## src/rtl/serr_pkg.sv

```systemverilog
package serr_pkg;
  typedef enum logic [1:0] {
    TXN_PW    = 2'd0,
    TXN_DW    = 2'd1,
    TXN_DR    = 2'd2,
    TXN_OTHER = 2'd3
  } txn_e;

  localparam int STS_RECV = 0;
  localparam int STS_SIG  = 1;
  localparam int STS_W    = 2;
  localparam int CAUSE_W  = 4;

  typedef struct packed {
    logic             fire;
    logic             cntClr;
    logic             cntInc;
    logic             discard;
    logic [STS_W-1:0] stsSet;
    logic [STS_W-1:0] stsClr;
  } ctrl_s;
endpackage

```

## src/rtl/serr_ctrl.sv

```systemverilog
module serr_ctrl
  import serr_pkg::*;
(
  input  logic             secErrN,
  input  logic             secPrev,
  input  logic             cmdEn,
  input  logic             fwdEn,
  input  logic             tgtAbort,
  input  logic             mstAbort,
  input  logic [1:0]       abortTxn,
  input  logic             parStb,
  input  logic [1:0]       parTxn,
  input  logic             parTgtRpt,
  input  logic             parInitDet,
  input  logic             retryStb,
  input  logic [1:0]       retryTxn,
  input  logic             txnStart,
  input  logic             txnDone,
  input  logic             cntAtLimit,
  input  logic             stsWrEn,
  input  logic [STS_W-1:0] stsWrData,
  output ctrl_s            ctl
);
  logic [CAUSE_W-1:0] causeVec;
  logic               restart;
  logic               discardNow;

  always_comb begin
    restart    = txnStart | txnDone;
    discardNow = retryStb & ~restart & cntAtLimit;

    causeVec[0] = ~secErrN & secPrev & fwdEn;
    causeVec[1] = (tgtAbort | mstAbort) & (txn_e'(abortTxn) == TXN_PW);
    causeVec[2] = parStb & (txn_e'(parTxn) == TXN_PW) & parTgtRpt & ~parInitDet;
    causeVec[3] = discardNow & (txn_e'(retryTxn) != TXN_OTHER);

    ctl                   = '0;
    ctl.fire              = cmdEn & (|causeVec);
    ctl.cntClr            = restart | discardNow;
    ctl.cntInc            = retryStb;
    ctl.discard           = discardNow;
    ctl.stsSet[STS_RECV]  = ~secErrN;
    ctl.stsSet[STS_SIG]   = ctl.fire;
    ctl.stsClr            = stsWrEn ? stsWrData : '0;
  end
endmodule

```

## src/rtl/serr_datapath.sv

```systemverilog
module serr_datapath
  import serr_pkg::*;
#(
  parameter int RETRY_LIMIT = 1 << 24
)(
  input  logic             clk,
  input  logic             rst_n,
  input  ctrl_s            ctl,
  input  logic             secErrN,
  input  logic [1:0]       retryTxn,
  output logic             secPrev,
  output logic             cntAtLimit,
  output logic             priSerrN,
  output logic [STS_W-1:0] sts,
  output logic             discardEvt,
  output logic [1:0]       discardKind
);
  localparam int CNT_W = (RETRY_LIMIT > 1) ? $clog2(RETRY_LIMIT) : 1;
  localparam logic [CNT_W-1:0] CNT_LAST = CNT_W'(RETRY_LIMIT - 1);

  logic [CNT_W-1:0] retryCnt;

  always_ff @(posedge clk or negedge rst_n) begin
    if (!rst_n)          retryCnt <= '0;
    else if (ctl.cntClr) retryCnt <= '0;
    else if (ctl.cntInc) retryCnt <= retryCnt + 1'b1;
  end

  assign cntAtLimit = (retryCnt == CNT_LAST);

  always_ff @(posedge clk or negedge rst_n) begin
    if (!rst_n) begin
      secPrev     <= 1'b1;
      priSerrN    <= 1'b1;
      discardEvt  <= 1'b0;
      discardKind <= 2'd0;
    end else begin
      secPrev    <= secErrN;
      priSerrN   <= ~ctl.fire;
      discardEvt <= ctl.discard;
      if (ctl.discard) discardKind <= retryTxn;
    end
  end

  for (genvar b = 0; b < STS_W; b++) begin : g_sts
    always_ff @(posedge clk or negedge rst_n) begin
      if (!rst_n)             sts[b] <= 1'b0;
      else if (ctl.stsSet[b]) sts[b] <= 1'b1;
      else if (ctl.stsClr[b]) sts[b] <= 1'b0;
    end
  end
endmodule

```

## src/rtl/bridge_serr_reporter.sv

```systemverilog
module bridge_serr_reporter
  import serr_pkg::*;
#(
  parameter int RETRY_LIMIT = 1 << 24
)(
  input  logic       clk,
  input  logic       rst_n,
  input  logic       secSerrN,
  input  logic       cmdSerrEn,
  input  logic       fwdSerrEn,
  input  logic       tgtAbortStb,
  input  logic       mstAbortStb,
  input  logic [1:0] abortTxn,
  input  logic       parStb,
  input  logic [1:0] parTxn,
  input  logic       parTgtRpt,
  input  logic       parInitDet,
  input  logic       retryStb,
  input  logic [1:0] retryTxn,
  input  logic       txnStart,
  input  logic       txnDone,
  input  logic       stsWrEn,
  input  logic [1:0] stsWrData,
  output logic       priSerrN,
  output logic       recvSerrSts,
  output logic       sigSerrSts,
  output logic       discardEvt,
  output logic [1:0] discardKind
);
  ctrl_s            ctl;
  logic             secPrev;
  logic             cntAtLimit;
  logic [STS_W-1:0] sts;

  serr_ctrl u_ctrl (
    .secErrN    (secSerrN),
    .secPrev    (secPrev),
    .cmdEn      (cmdSerrEn),
    .fwdEn      (fwdSerrEn),
    .tgtAbort   (tgtAbortStb),
    .mstAbort   (mstAbortStb),
    .abortTxn   (abortTxn),
    .parStb     (parStb),
    .parTxn     (parTxn),
    .parTgtRpt  (parTgtRpt),
    .parInitDet (parInitDet),
    .retryStb   (retryStb),
    .retryTxn   (retryTxn),
    .txnStart   (txnStart),
    .txnDone    (txnDone),
    .cntAtLimit (cntAtLimit),
    .stsWrEn    (stsWrEn),
    .stsWrData  (stsWrData),
    .ctl        (ctl)
  );

  serr_datapath #(.RETRY_LIMIT(RETRY_LIMIT)) u_dp (
    .clk         (clk),
    .rst_n       (rst_n),
    .ctl         (ctl),
    .secErrN     (secSerrN),
    .retryTxn    (retryTxn),
    .secPrev     (secPrev),
    .cntAtLimit  (cntAtLimit),
    .priSerrN    (priSerrN),
    .sts         (sts),
    .discardEvt  (discardEvt),
    .discardKind (discardKind)
  );

  assign recvSerrSts = sts[STS_RECV];
  assign sigSerrSts  = sts[STS_SIG];
endmodule

```

## config.mk

```make
export PLATFORM = sky130hd
export DESIGN_NAME = bridge_serr_reporter
export DESIGN_NICKNAME = d
export VERILOG_FILES = /design/src/rtl/serr_pkg.sv /design/src/rtl/serr_ctrl.sv /design/src/rtl/serr_datapath.sv /design/src/rtl/bridge_serr_reporter.sv
export SDC_FILE = /design/constraint.sdc
export NUM_CORES = 1
export LEC_CHECK = 0
export ABC_AREA = 1
export BUFFER_PORTS_ARGS = -buffer_cell sky130_fd_sc_hd__buf_2
export CAP_MARGIN = 20
export CORE_UTILIZATION = 45
export CTS_CLUSTER_DIAMETER = 30
export DETAILED_ROUTE_END_ITERATION = 12
export PLACE_DENSITY = 0.65
export REMOVE_ABC_BUFFERS = 1
export SLEW_MARGIN = 5
export SYNTH_ARGS = -nofsm -noshare
export SYNTH_HDL_FRONTEND = slang
export SYNTH_HIERARCHICAL = 1
export SYNTH_SLANG_ARGS = --single-unit
```

## constraint.sdc

```tcl
create_clock -name clk -period 3 [get_ports clk]
set_clock_uncertainty 0.2 [all_clocks]
set_input_delay 0.9 -clock clk [delete_from_list [all_inputs] [get_ports clk]]
set_output_delay 0.9 -clock clk [all_outputs]
set_load 0.03 [all_outputs]
```

After elaboration in Yosys (flattened, before gate mapping):

Index checks and enable logic that the tools add are counted.

* register bits: 31
* bits of input ports: 22
* output and inout bits: 6
* word-level logic and storage cells: 40

* add/subtract/negate cells: 1
* eq/ne operators: 3
* multiplexer cells: 7
* bitwise operators: 17
* reduce and logical (&&, ||, !) cells: 5

Operator list (count)
* $mux 24: 2
* $add 24x1->24 const B: 1
* $eq 24x24->1 const B: 1
* $and 1x1->1: 10
* $logic_not 2->1: 2
* $mux 1: 4
* $not 1->1: 4
* $reduce_bool 2->1: 2
* $reduce_or 4->1: 1
* $or 1x1->1: 3
* $mux 2: 1
* $ne 2x1->1 const B: 1
* $ne 2x2->1 const B: 1

Depth between registers and ports, before layout:

* word-level depth: 8
* depth in mapped cells: 15
* gate-level depth less buffers: 14

Hierarchy:

Netlist, hierarchy kept.

By module, submodules not included
* serr_datapath: times used 1, cells an instance 225, area each 1729.2 sq um, seq. area each 778.2 sq um
* serr_ctrl: times used 1, cells an instance 27, area each 125.1 sq um, seq. area each 0.0 sq um

Least setup slack after synthesis:

OpenSTA, ideal clock, no wires.

* path type: register to register
* start: register u_dp.retryCnt[0]
* end: register u_dp.retryCnt[19]
* arrival time: 1.974 ns
* required time: 2.681 ns
* setup slack: 0.707 ns
* cell stages (with the launch flop): 16
* buffers on the path: 1
* clock period less this slack: 2.293 ns
* path through: dfrtp_1 > ha_1 > nand2_1 > nor2_1 > nand2_2 > nor3_1 > nand2_2 > nand2_1 > nor2_4 > inv_4 > buf_12 > nand2_8 > nor3_4 > nand3_1 > nand2_1 > nor2_1

RTL lines
* start: declaration: line serr_datapath.sv:21 `logic [CNT_W-1:0] retryCnt;`
* start signal: assignment: line serr_datapath.sv:26 `else if (ctl.cntInc) retryCnt <= retryCnt + 1'b1;`

==> flow_summary_export.csv <==
group,metric,value,unit
run_status,status,"completed",
floorplan,chipHeight,66.2,um
sta,hold_violations,0,
sta,max_freq,388,MHz
yosys,synth_ff_type,"dfrtp_1",
cts,insertion_delay,270,ps
power,pwr-share-clk,0.421,
power,comb_power_share,0.077,
floorplan,start_util,0.488,
yosys,synth_cell_type_count,31,
sta,setup_violations,0,
cts,clk_pin_slew,60,ps
critical_path,crit_path_cell_trace,"ha_1 -> nand2_1 -> nor2_1 -> nand2_2 -> nor3_1 -> nand2_2 -> nand2_2 -> nor2_4 -> inv_4 -> nand2_1 -> o21ai_0 -> o21ai_0 -> o21ai_0 -> inv_1",
layout,fin_nets,305,
yosys,syn_area,0.00185,mm2
critical_path,worstPathArrival,2540,ps
critical_path,cp-start-kind,"flip-flop",
power,p_switching,0.194,mW
critical_path,required,2960,ps
yosys,synth_seq_cells,31,
grt,grt_usage,0.204,
layout,fill_cells,375,
layout,multi_input_area,906,um2
routing,wl,3.80,mm
layout,area_delta_synth_final,14.0,%
placement,hpwlAfterDp,2.93,mm
routing,dr.pass1.iters,4,
cts,clock-sinks,31,
sta,rsz0062_at_grt,"false",
critical_path,worst_r2r_endpoint,"u_dp/retryCnt[7]",
cts,htree_levels,2,
floorplan,num_rows,22,
critical_path,critPathCaptureType,"flip-flop",
routing,postRouteAntennaNets,0,
grt,grt_max_degree,32,
yosys,synth_edf_count,0,
grt,grt_pass1_wl,6.59,mm
power,sw_frac_of_total,0.228,
min_path,hold_path.class,"flip-flop to flip-flop",
routing,routedWlPerCell,11.5,um
grt,grt_pass1_vias,1490,
sta,period_minus_slack,2580,ps
grt,antenna_found_initial,0,
routing,drtIter0Drc,73,
critical_path,critPathSlowestCell,"dfrtp_1",
floorplan,core,0.00380,mm2
job,cap_violations,0,
layout,drive_gt1_frac,0.233,
cts,cts_hold_buf,0,
layout,diodes,0,
sta,finalCritPeriodShare,0.860,
floorplan,die_w,66.2,um
critical_path,worst-path-stages,14,
cts,cts_max_path_buffers,2,
critical_path,cp_top_family,"simple AND/OR/NAND/NOR gates",
yosys,ys_seq_area_frac,0.420,
power,p_per_area,402,mW/mm2
critical_path,cp_max_fo,12,
power,power,0.851,mW
routing,routed_via_density,4.85,
routing,vias,1604,
routing,drc_errors,0,
sta,final-max-slew-violation-count,0,
yosys,yosys_warnings,6,
placement,gp_congestion,0.920,
placement,port_buffers,27,
grt,grt.overflow.total,0,
yosys,synth_cells,252,
critical_path,reg2regPathDepth,14,
critical_path,critPathLaunch,"u_dp/retryCnt[0]",
critical_path,critPathMaxStageDelay,400,ps
floorplan,die_area,0.00438,mm2
critical_path,worst-setup-path-type,"flip-flop to flip-flop",
sta,setup_tns,0,ps
sta,slew_headroom,0.539,
cts,postCtsSetupRepairBufs,0,
cts,cts_buffers,5,
power,p_leak,0.981,nW
cts,cts_tree,"done",
layout,final-seq-area,778,um2
critical_path,crit_path_end,"u_dp/retryCnt[7]",
sta,tightest_slew,691,ps
critical_path,reg2reg_from,"u_dp/retryCnt[0]",
power,p_seq_frac,0.502,
floorplan,ios,28,
power,internal_power,0.657,mW
critical_path,worst-path-buf-inv,2,
cts,cts_resized,0,
critical_path,rrSetupSlack,420,ps
power,peakVddDrop,207,uV
cts,root_buffer,"clkbuf_8",
yosys,synthArstFlopShare,1.00,
yosys,syn_area_per_cell,7.36,um2
routing by layer:
layer | vias to the layer above | routed length, um | GRT usage | part of all wire
met2 | 35 | 1700 | 0.343 | 0.45
met3 | 2 | 138 | 0.0362 | 0.036
met5 | - | 0 | 0 | 0
met1 | 716 | 1920 | 0.259 | 0.51
met4 | 0 | 32 | 0.0798 | 0.0084
li1 | 851 | - | - | -
flip-flops by register name, indices dropped and copies added (netlist names):
register / cells
u_dp/retryCnt: 24
u_dp/discardKind: 2
u_dp/sts: 2
u_dp/discardEvt: 1
u_dp/priSerrN: 1
u_dp/secPrev: 1
through the flow:
stage                     cells  instance area [um2]  utilization  hold slack [ps]  setup WS (ps)
after CTS                   331                 2110        0.556              314            336
after global routing        331                 2110        0.557              326           88.2
final                       331                 2110        0.557              310            420
after detailed placement    323                 2010        0.530              296            337
after global placement      323                 2010        0.530              293            414
after floorplan             246                 1800            -              289            625
cell type report:
| type | instances | area share |
|---|---|---|
| Tap cell | 48 | 0.0284 |
| Sequential cell | 31 | 0.368 |
| Inverter | 31 | 0.0568 |
| Timing Repair Buffer | 29 | 0.0710 |
| Clock buffer | 8 | 0.0473 |
| Multi-Input combinational cell | 184 | 0.428 |
cell families after synthesis:
logic type               Yosys count  synth area share
buffers and inverters             37            0.0931
XOR/XNOR                           1           0.00472
multiplexers                       2            0.0121
flip-flops                        31             0.420
adder cells (fa/ha/maj)            1           0.00675
AO/OA/AOI/OAI                     25            0.0708
AND/OR/NAND/NOR                  155             0.393
worst min-delay path by stage:
stage                                   start                   to  slack [ps]  cells after the start
after CTS                 u_dp/discardKind[1]  u_dp/discardKind[1]         310                      1
after floorplan              u_dp/retryCnt[4]     u_dp/retryCnt[4]         290                      2
after global routing      u_dp/discardKind[1]  u_dp/discardKind[1]         330                      1
after global placement    u_dp/discardKind[1]  u_dp/discardKind[1]         290                      1
final                     u_dp/discardKind[1]  u_dp/discardKind[1]         310                      1
after detailed placement  u_dp/discardKind[1]  u_dp/discardKind[1]         300                      1
power groups by stage:
stage          clock network [mW]  registers, mW  logic [mW]
3_3_place_gp                    0          0.435      0.0665
2_1_floorplan                   0          0.443      0.0249
5_1_grt                     0.394          0.428      0.0746
4_1_cts                     0.372          0.427      0.0666
6_report                    0.358          0.427      0.0656
3_5_place_dp                    0          0.435      0.0668
cell usage in the layout (no fill, tap or decap), types with 2 or more instances in the layout:
master / count
o21bai_1: 2
dfstp_2: 2
o21ai_1: 2
nor3_1: 3
nand2_2: 8
nand3_2: 3
a21oi_1: 11
nor2_4: 2
inv_1: 28
o21ai_0: 9
nand4_1: 5
clkbuf_8: 7
nand2_1: 55
buf_2: 27
dfrtp_1: 29
nand3_1: 17
nor2_2: 7
buf_4: 2
nor2_1: 50
mux2_2: 2
cell usage after synthesis, types with 2 or more instances:
cell type,instances,share of area
nand3_1,17,0.046
o21bai_1,2,0.0081
nand4_1,5,0.017
dfrtp_1,29,0.39
buf_4,3,0.012
nor3_1,3,0.0081
nor2_2,7,0.024
nand3_2,3,0.016
nor2_1,50,0.10
mux2_2,2,0.012
nand2_1,56,0.11
o21ai_0,9,0.024
inv_1,28,0.057
a21oi_1,11,0.030
o21ai_1,2,0.0054
buf_2,2,0.0054
nand2_2,7,0.024
nor2_4,2,0.012
dfstp_2,2,0.028
No activity file was read; power rests on OpenSTA's default activity.
